[config.mk]
export PLATFORM = sky130hd
export DESIGN_NAME = cpc_front
export DESIGN_NICKNAME = d
export VERILOG_FILES = /design/src/rtl/casc_parity_pkg.sv /design/src/rtl/cpc_front.sv
export SDC_FILE = /design/constraint.sdc
export NUM_CORES = 1
export LEC_CHECK = 0
export BUFFER_PORTS_ARGS = -buffer_cell sky130_fd_sc_hd__buf_4
export CAP_MARGIN = 15
export CORE_AREA = 2 2 39 41
export CTS_BUF_LIST = sky130_fd_sc_hd__clkbuf_8 sky130_fd_sc_hd__clkbuf_16
export DETAILED_ROUTE_END_ITERATION = 10
export DIE_AREA = 0 0 41 43
export SLEW_MARGIN = 30
export SYNTH_ARGS = -nofsm -noshare
export SYNTH_HDL_FRONTEND = slang
export SYNTH_SLANG_ARGS = --single-unit
[constraint.sdc]
create_clock -name clk -period 2.1 [get_ports clk]
set_clock_uncertainty 0.2 [all_clocks]
set_input_delay 0.21 -clock clk [delete_from_list [all_inputs] [get_ports clk]]
set_output_delay 0.21 -clock clk [all_outputs]
set_load 0.02 [all_outputs]
[src/rtl/casc_parity_pkg.sv]
package casc_parity_pkg;
  // Data captured on the second pipeline edge: partial sum and parity bit
  typedef struct packed {
    logic sum;
    logic par;
  } cpc_stage_t;
endpackage

[src/rtl/cpc_front.sv]
module cpc_front
  import casc_parity_pkg::*;
#(
  parameter int DW = 10
) (
  input  logic          clk,
  input  logic          rst_n,
  input  logic [DW-1:0] dat_i,
  input  logic          par_i,
  output cpc_stage_t    stg_o
);
  logic [DW-1:0] dat_q;
  logic [DW-1:0] dat_d;
  logic [DW:0]   chain;
  cpc_stage_t    stg_q;
  cpc_stage_t    stg_d;

  assign chain[0] = 1'b0;
  for (genvar g = 0; g < DW; g++) begin : g_xor
    assign chain[g+1] = chain[g] ^ dat_q[g];
  end

  always_comb begin
    dat_d     = dat_i;
    stg_d.sum = chain[DW];
    stg_d.par = par_i;
  end

  always_ff @(posedge clk or negedge rst_n) begin
    if (!rst_n) begin
      dat_q <= '0;
      stg_q <= '0;
    end else begin
      dat_q <= dat_d;
      stg_q <= stg_d;
    end
  end

  assign stg_o = stg_q;
endmodule

# Word level (Yosys, flattened, before mapping)
# Cells that the tools add are included.
[op_classes]
bitwise_logic = 9
[op_table]
columns = ["cell", "count"]
rows = [
  ["$xor A1 B1 Y1", 9],
]
[word_totals]
reg_bits = 12
input_bits = 13
out_inout_bits = 2
word_cells = 12

# Depth between registers and ports, before layout
# Gate-level depths: netlist (run 1).
[depth]
word_depth = 9
depth_mapped = 3
ltp_nobuf = 3

# Worst setup path after synthesis (run 1)
# OpenSTA, ideal clock, no wires.
[synth_path]
path_type = "register -> register"
start = "register dat_q[7]"
end = "register stg_q, in the netlist stg_o[1]"
setup_ps = 123
arrival_ps = 1024
required_ps = 1777
setup_slack_ps = 754
path_stages_with_launch = 4
path_buffers = 0
synth_period_minus_slack_ps = 1346
path_cell_list = "dfrtp_1 -> xnor2_1 -> xnor3_1 -> xnor2_1"
[synth_between]
elab_chain_len = 3
[synth_rtl]
columns = ["element", "line_no", "source"]
rows = [
  ["start, declared", "cpc_front.sv:12", "logic [DW-1:0] dat_q;"],
  ["start signal, assigned", "cpc_front.sv:34", "dat_q <= dat_d;"],
  ["$xor A1 B1 Y1 (3 in series)", "cpc_front.sv:20", "assign chain[g+1] = chain[g] ^ dat_q[g];"],
  ["via chain[10]", "cpc_front.sv:14", "logic [DW:0] chain;"],
  ["end signal, assigned", "cpc_front.sv:35", "stg_q <= stg_d;"],
  ["end, declared", "cpc_front.sv:15", "cpc_stage_t stg_q;"],
]
# The timed path passes the listed nets, and every way through them passes these cells.

# Final worst setup path (run 1)
# Same ends and word-level chain as after synthesis.

==> flow_summary.yaml, run 1 <==
status:
  outcome: "finished, final reports clean"
critical_path:
  cpMaxStageDelayCell: "sky130_fd_sc_hd__xnor3_1"
  length_in_cells_of_the_worst_reg_to_reg_path: 3
  critPathArrivalTime_ns: 1.32
  crit_chain: "xnor2_1 > xnor3_1 > xnor2_1"
  critPathRequiredTime_ns: 2.02
  end_kind: "flip-flop"
  critical_path.startpoint_type: "flip-flop"
  cp_slowest_stage_delay_ns: 0.42
  worst_r2r_start: "dat_q[7]"
  critPathLaunch: "dat_q[7]"
  critical_path.max_fanout: 1
  worstSetupPathType: "reg2reg"
  cp_common_cell: "sky130_fd_sc_hd__xnor2_1"
clocking:
  cts_max_path_buffers: 2
  clk_transition_reported_paths_ns: 0.05
  cts_max_level: 1
  tritoncts_clock_tree: "done"
  numCtsBuffers: 3
  cts_sinks: 12
  cts_setup_buffers: 0
  worst_skew_pair.late_latency_ns: 0.23
  clockRootBuffer: "sky130_fd_sc_hd__clkbuf_8"
  cts.repair.resized: 0
layout:
  layout_commonest_cell: "sky130_fd_sc_hd__buf_4"
  finalCoreUtilization_pct: 49.0
  layout-area-overhead-vs-synth_pct: 73.2
  mostFrequentLayoutCells: "sky130_fd_sc_hd__buf_4 (14), sky130_fd_sc_hd__dfrtp_1 (12), sky130_fd_sc_hd__dlygate4sd3_1 (12)"
  layout_cells_sized_above_1_pct: 36.7
  fin_nets: 64
  finish.cell_count_without_fillers: 65
  antennaDiodeCount: 0
  layout.cell_area.non_filler_um2: 678
  fill_cells: 126
logic_synthesis:
  synth_cells: 20
  postSynthRegisterBits: 12
  yosys-top-cells-area: "sky130_fd_sc_hd__dfrtp_1 (77%), sky130_fd_sc_hd__xnor2_1 (13%), sky130_fd_sc_hd__xnor3_1 (5.8%)"
  number_of_warnings_reported_in_the_yosys_synthesis_log: 0
  mean_area_per_synthesized_cell_um2: 19.6
  synth_area_leader_cell: "sky130_fd_sc_hd__dfrtp_1"
  netlist_area_um2: 392
  synth.top_cell.area_share_pct: 76.7
  ys_seq_area_share_pct: 76.7
  yosys.cell_types.count: 4
  syn_nets: 33
floorplan:
  placeableCoreArea_um2: 1380
  top_level_ports: 15
  die_width_um: 41
  die_area_um2: 1760
  initial_utilization_pct: 28.3
  num_rows: 14
  die_height_um: 43
timing:
  grt_setup_unrepaired: "no"
  achievable-frequency_mhz: 714
  tightest_slew_ns: 0.174
  hold_violations: 0
  slew-limit-headroom_pct: 88.3
  setup_viol: 0
  setup_total_neg_slack_ns: 0
  final_period_util_pct: 66.7
  min_period_ns: 1.40
  timing.final.max_slew_violations: 0
power_and_ir_drop:
  ir_worst_vdd_v: 0.000340
  total_power_w: 0.000559
  total_leakage_power_nw: 0.315
  power_per_cell_area_nw_per_um2: 824
placed_design:
  place_inst: 50
  io_buffer_count: 14
  dpl-instance-area_um2: 517
  routabilityCongestion: 0.548
global_route:
  antenna_violations_before_repair: 0
  grt_pass1_vias: 302
  grt_pass1_wl_um: 1120
  grt_start_max_net_pins: 13
  globalRoute.totalOverflow: 0
  grt_usage_pct: 10.2
routing:
  detailed_route_wl_um: 650
  postRouteAntennaNets: 0
  drt_pre_antenna_iters: 1
  detail_route.iter0.violations: 0
  vias_per_cell: 3.91
  vias: 254
  drc: 0
  routedWlPerCell_um: 10.0
run:
  max_cap_violations: 0
hold_path:
  min_path_type: "in2async"
[stage by stage]
step	setup WS, ns	hold WS [ns]
floorplan	0.754	-0.286
global placement	0.749	-0.152
detailed placement	0.685	-0.144
CTS	0.675	0.158
global route	0.612	0.176
finish	0.699	0.155
[final timing paths]
check                      slack (ns)        to
hold reg to reg                  0.47  stg_o[1]
hold / removal                   0.15  stg_o[1]
setup / recovery                 0.70  stg_o[1]
setup reg to reg                 0.70  stg_o[1]
max in group asynchronous        1.40  dat_q[8]
min in group clk                 0.43  dat_q[3]
[area by class of cell]
cell class	count	area, µm²	share of cell area (%)
tap	16	20.0	2.95
sequential	12	300	44.3
multi-input combinational	8	91.3	13.5
timing repair buffer	26	225	33.2
clock buffer	3	41.3	6.09
[worst max-delay path: cells and delay by family (launching register included)]
kind / cells / cell delay (ns)
DFF: 1 / 0.37
xor gates and xnor gates: 3 / 0.71
[synthesized netlist by cell type]
library cell	number
sky130_fd_sc_hd__dfrtp_1	12
sky130_fd_sc_hd__xnor3_1	1
sky130_fd_sc_hd__xnor2_2	1
sky130_fd_sc_hd__xnor2_1	6
[cells by family (layout without fill, tap and decap cells)]
group	count (synthesis)	after routing	synth area share, %
xor gates and xnor gates	8	8	23.3
DFF	12	12	76.7
buffers and inverters	0	29	0
[per-layer routing]
metal / up-vias / GRT usage (%) / part of all wire (%)
li1: 119 / - / -
met1: 123 / 9.28 / 36
met2: 12 / 17.2 / 56
met3: 0 / 3.14 / 7.8
met4: 0 / 8.00 / 0
met5: - / 0 / 0
[report_power, final]
part	leakage, nW	total (W)	switching (W)	internal, W
clock	0.0216	0.000194	0.0000686	0.000125
combinational	0.153	0.000104	0.0000379	0.0000664
sequential	0.140	0.000261	0.00000849	0.000253
[what timing repair did]
item | CTS | global route
endpoints found under the setup margin | 0 | 0
hold endpoints to repair | 23 | 0
hold buffers | 12 | 0
[flip-flops by register name, indices dropped and copies added (netlist names)]
signal / flops
stg_o: 2
dat_q: 10
(Power assumes the default switching activity.)
==> inputs of run 2 (changes only) <==
Clock period 2.1 ns to 1.4 ns, I/O delays scaled along.
==> flow_summary.yaml, run 2 (synthesis gave the netlist of run 1 again) <==
global_route:
  grt_pass1_wl_um: 1120
  grt_start_max_net_pins: 13
  globalRoute.totalOverflow: 0
  grt_usage_pct: 10.2
  antenna_violations_before_repair: 0
  grt_pass1_vias: 302
layout:
  layout.cell_area.non_filler_um2: 678
  mostFrequentLayoutCells: "sky130_fd_sc_hd__buf_4 (14), sky130_fd_sc_hd__dfrtp_1 (12), sky130_fd_sc_hd__dlygate4sd3_1 (12)"
  layout_cells_sized_above_1_pct: 36.7
  finish.cell_count_without_fillers: 65
  largest_register_ffs: 10
  antennaDiodeCount: 0
  layout-area-overhead-vs-synth_pct: 73.2
  layout_commonest_cell: "sky130_fd_sc_hd__buf_4"
  largest-register: "dat_q"
  fin_nets: 64
power_and_ir_drop:
  total_power_w: 0.000838
  power_per_cell_area_nw_per_um2: 1240
  ir_worst_vdd_v: 0.000509
  total_leakage_power_nw: 0.315
critical_path:
  critPathLaunch: "dat_q[7]"
  timing.reg2reg.setup_slack_ns: -0.001
  critPathArrivalTime_ns: 1.32
  critical_path.startpoint_type: "flip-flop"
  end_kind: "flip-flop"
  worstSetupPathType: "reg2reg"
  critical_path.max_fanout: 1
  critPathRequiredTime_ns: 1.32
  worst_r2r_start: "dat_q[7]"
  destination_of_the_worst_register_to_register_timing_path: "stg_o[1]"
  length_in_cells_of_the_worst_reg_to_reg_path: 3
  worstSetupEndpoint: "stg_o[1]"
clocking:
  cts_setup_buffers: 0
  tritoncts_clock_tree: "done"
  cts_max_level: 1
  worst_skew_pair.late_latency_ns: 0.23
  numCtsBuffers: 3
  clockRootBuffer: "sky130_fd_sc_hd__clkbuf_8"
  cts_max_path_buffers: 2
  clk_transition_reported_paths_ns: 0.05
  cts_sinks: 12
routing:
  routedWlPerCell_um: 10.0
  detailed_route_wl_um: 650
  drt_pre_antenna_iters: 1
  vias_per_cell: 3.91
  drc: 0
  detail_route.iter0.violations: 0
  vias: 254
  postRouteAntennaNets: 0
timing:
  hold_violations: 0
  min_period_ns: 1.40
  setup_total_neg_slack_ns: -0.00120
  setup_viol: 1
  grt_setup_unrepaired: "yes"
  tightest_slew_ns: 0.174
  worst_slack_ns: -0.00120
  achievable-frequency_mhz: 714
  final_period_util_pct: 100
  slew-limit-headroom_pct: 88.3
  timing.final.max_slew_violations: 0
placed_design:
  dpl-instance-area_um2: 517
  dpl_worst_slack_ns: -0.0152
  io_buffer_count: 14
  place_inst: 50
  routabilityCongestion: 0.548
hold_path:
  min_path_type: "in2async"
run:
  max_cap_violations: 0
floorplan:
  die_area_um2: 1760
  die_height_um: 43
  num_rows: 14
  top_level_ports: 15
  initial_utilization_pct: 28.3
  die_width_um: 41
  placeableCoreArea_um2: 1380
status:
  failed_checks: "setup timing"
  outcome: "finished with violations"
## run 2: report_power, final
part	switching, W	total (W)	leakage (nW)	internal, W
combinational	0.0000569	0.000156	0.153	0.0000996
sequential	0.0000127	0.000392	0.140	0.000379
clock	0.000103	0.000290	0.0216	0.000187
## run 2: worst min-delay path by stage
| stage | from | to | slack [ns] | depth (start not counted) |
|---|---|---|---|---|
| floorplan | rst_n | dat_q[0] | -0.36 | 0 |
| global placement | rst_n | dat_q[1] | -0.22 | 1 |
| detailed placement | rst_n | stg_o[1] | -0.21 | 1 |
| CTS | rst_n | stg_o[1] | 0.09 | 2 |
| global route | rst_n | stg_o[1] | 0.11 | 2 |
| finish | rst_n | stg_o[1] | 0.08 | 2 |
## run 2: worst max-delay path, stage by stage (launching register included)
cell and delay [ns]:
sky130_fd_sc_hd__dfrtp_1 0.37, sky130_fd_sc_hd__xnor2_1 0.16, sky130_fd_sc_hd__xnor3_1 0.42, sky130_fd_sc_hd__xnor2_1 0.13
## run 2: routing by layer
metal | part of all wire [%] | vias to the layer above | track usage (%)
met5 | 0 | - | 0
met4 | 0 | 0 | 8.00
met3 | 7.8 | 0 | 3.14
met2 | 56 | 12 | 17.2
met1 | 36 | 123 | 9.28
li1 | - | 119 | -
## run 2: timing repair
| action | 4_1_cts | 5_1_grt |
|---|---|---|
| setup endpoints to repair | 1 | 1 |
| gates resized for setup | 0 | 0 |
| hold buffers | 12 | 0 |
| endpoints found under the hold margin | 23 | 0 |
| pin swaps | 1 | 1 |
## run 2: metrics by stage
stage               util [%]  hold WS, ns
finish                  49.0       0.0850
detailed placement      37.3       -0.214
CTS                     49.0       0.0877
floorplan                  -       -0.356
global placement        37.3       -0.222
global route            49.0        0.106
## run 2: cell type report
type / count / area, µm²
repair buffers: 26 / 225
well taps: 16 / 20.0
clock buffers: 3 / 41.3
flip-flops and latches: 12 / 300
multi-input cells: 8 / 91.3
fillers: 126 / 706
==> inputs of run 3 (changes only) <==
Settings changed: CELL_PAD_IN_SITES_DETAIL_PLACEMENT from default to 1, CELL_PAD_IN_SITES_GLOBAL_PLACEMENT from default to 2, CORE_AREA 2 2 39 41 to default, CORE_UTILIZATION from default to 29, DIE_AREA 0 0 41 43 to default, PLACE_DENSITY_LB_ADDON from default to 0.1.
==> flow_summary.yaml, run 3 (synthesis gave the netlist of run 1 again) <==
clocking:
  clk_transition_reported_paths_ns: 0.05
  cts_max_path_buffers: 2
  cts_setup_buffers: 0
  cts_sinks: 12
  cts_max_level: 1
  worst_skew_pair.late_latency_ns: 0.23
  clockRootBuffer: "sky130_fd_sc_hd__clkbuf_8"
  numCtsBuffers: 3
  tritoncts_clock_tree: "done"
placed_design:
  place_inst: 48
  routabilityCongestion: 0.608
  io_buffer_count: 14
global_route:
  antenna_violations_before_repair: 0
  globalRoute.totalOverflow: 0
  grt_start_max_net_pins: 13
  grt_pass1_wl_um: 1200
  grt_usage_pct: 12.9
  grt_pass1_vias: 304
layout:
  mostFrequentLayoutCells: "sky130_fd_sc_hd__buf_4 (14), sky130_fd_sc_hd__dfrtp_1 (12), sky130_fd_sc_hd__dlygate4sd3_1 (12)"
  layout_cells_sized_above_1_pct: 38.0
  finalCoreUtilization_pct: 58.1
  layout-area-overhead-vs-synth_pct: 76.0
  fin_nets: 64
  largest_register_ffs: 10
  layout_commonest_cell: "sky130_fd_sc_hd__buf_4"
  antennaDiodeCount: 0
  finish.cell_count_without_fillers: 64
  largest-register: "dat_q"
floorplan:
  placeableCoreArea_um2: 1190
  die_width_um: 38.8
  die_height_um: 38.8
  initial_utilization_pct: 33.0
  top_level_ports: 15
  num_rows: 12
  die_area_um2: 1500
critical_path:
  critical_path.max_fanout: 1
  worstSetupPathType: "reg2reg"
  end_kind: "flip-flop"
  timing.reg2reg.setup_slack_ns: -0.007
  cp_slowest_stage_delay_ns: 0.42
  cp.buffers_inverters: 0
  crit_chain: "xnor2_1 > xnor3_1 > xnor2_1"
  cp_common_cell: "sky130_fd_sc_hd__xnor2_1"
  critPathRequiredTime_ns: 1.32
  top_family_by_delay_on_critical_path: "XOR/XNOR gates"
  critical_path.startpoint_type: "flip-flop"
  cpMaxStageDelayCell: "sky130_fd_sc_hd__xnor3_1"
  critPathArrivalTime_ns: 1.33
timing:
  setup_viol: 1
  hold-worst-slack_ns: 0.0801
  timing.final.max_slew_violations: 0
  min_period_ns: 1.41
  hold_violations: 0
  worst_slack_ns: -0.00741
  tightest_slew_ns: 0.190
  slew-limit-headroom_pct: 87.3
  achievable-frequency_mhz: 711
  grt_setup_unrepaired: "yes"
  final_period_util_pct: 101
power_and_ir_drop:
  ir_worst_vdd_v: 0.000857
  total_leakage_power_nw: 0.322
  power_per_cell_area_nw_per_um2: 1320
  total_power_w: 0.000910
routing:
  drc: 0
  detail_route.iter0.violations: 0
  postRouteAntennaNets: 0
  drt_pre_antenna_iters: 1
  vias: 246
  routedWlPerCell_um: 10.3
  detailed_route_wl_um: 661
  vias_per_cell: 3.84
run:
  max_cap_violations: 0
status:
  outcome: "finished with violations"
  failed_checks: "setup timing"
hold_path:
  min_path_type: "in2async"
-- run 3: worst reg2reg max path, delay by kind of cell (launching register included) --
kind      cells  cell delay [ns]
flops         1             0.36
xor+xnor      3             0.73
-- run 3: final cells by class --
cell class	instances	area, µm²
Clock buffer	4	55.1
Fill cell	112	497
Multi-Input combinational cell	8	91.3
Sequential cell	12	300
Tap cell	14	17.5
Timing Repair Buffer	26	225
-- run 3: path summary, 6_finish.rpt --
path,start,end,cells after the start
min,rst_n,stg_o[1],2
min reg2reg,dat_q[4],stg_o[1],3
min in group clk,dat_i[3],dat_q[3],2
max reg2reg,dat_q[9],stg_o[1],3
max in group asynchronous,rst_n,stg_o[0],2
max,dat_q[9],stg_o[1],3
-- run 3: stage by stage --
step	setup TNS (ns)	cell area, µm²	setup slack [ns]
3_3_place_gp	0	514	0.0413
5_1_grt	-0.0992	689	-0.0992
2_1_floorplan	0	392	0.0538
6_report	-0.00741	689	-0.00741
4_1_cts	-0.0198	689	-0.0198
3_5_place_dp	-0.0106	514	-0.0106
-- run 3: report_power, final --
part / total, W / internal [W] / leakage (nW) / switching, W
Sequential: 0.000389 / 0.000378 / 0.140 / 0.0000109
Combinational: 0.000157 / 0.0000996 / 0.153 / 0.0000578
Clock: 0.000363 / 0.000247 / 0.0288 / 0.000116
-- run 3: layer usage --
layer	global-route usage (%)	up-vias	part of all wire, %
met4	7.76	0	0
met5	0	-	0
met3	5.20	0	6.2
met2	22.9	11	56
met1	12.0	115	38
li1	-	120	-
-- run 3: repair_timing --
action | in CTS | in global routing
hold buffers | 12 | 0
resized for setup | 0 | 0
pin swaps | 1 | 0
setup endpoints to repair | 1 | 1
endpoints found under the hold margin | 23 | 0
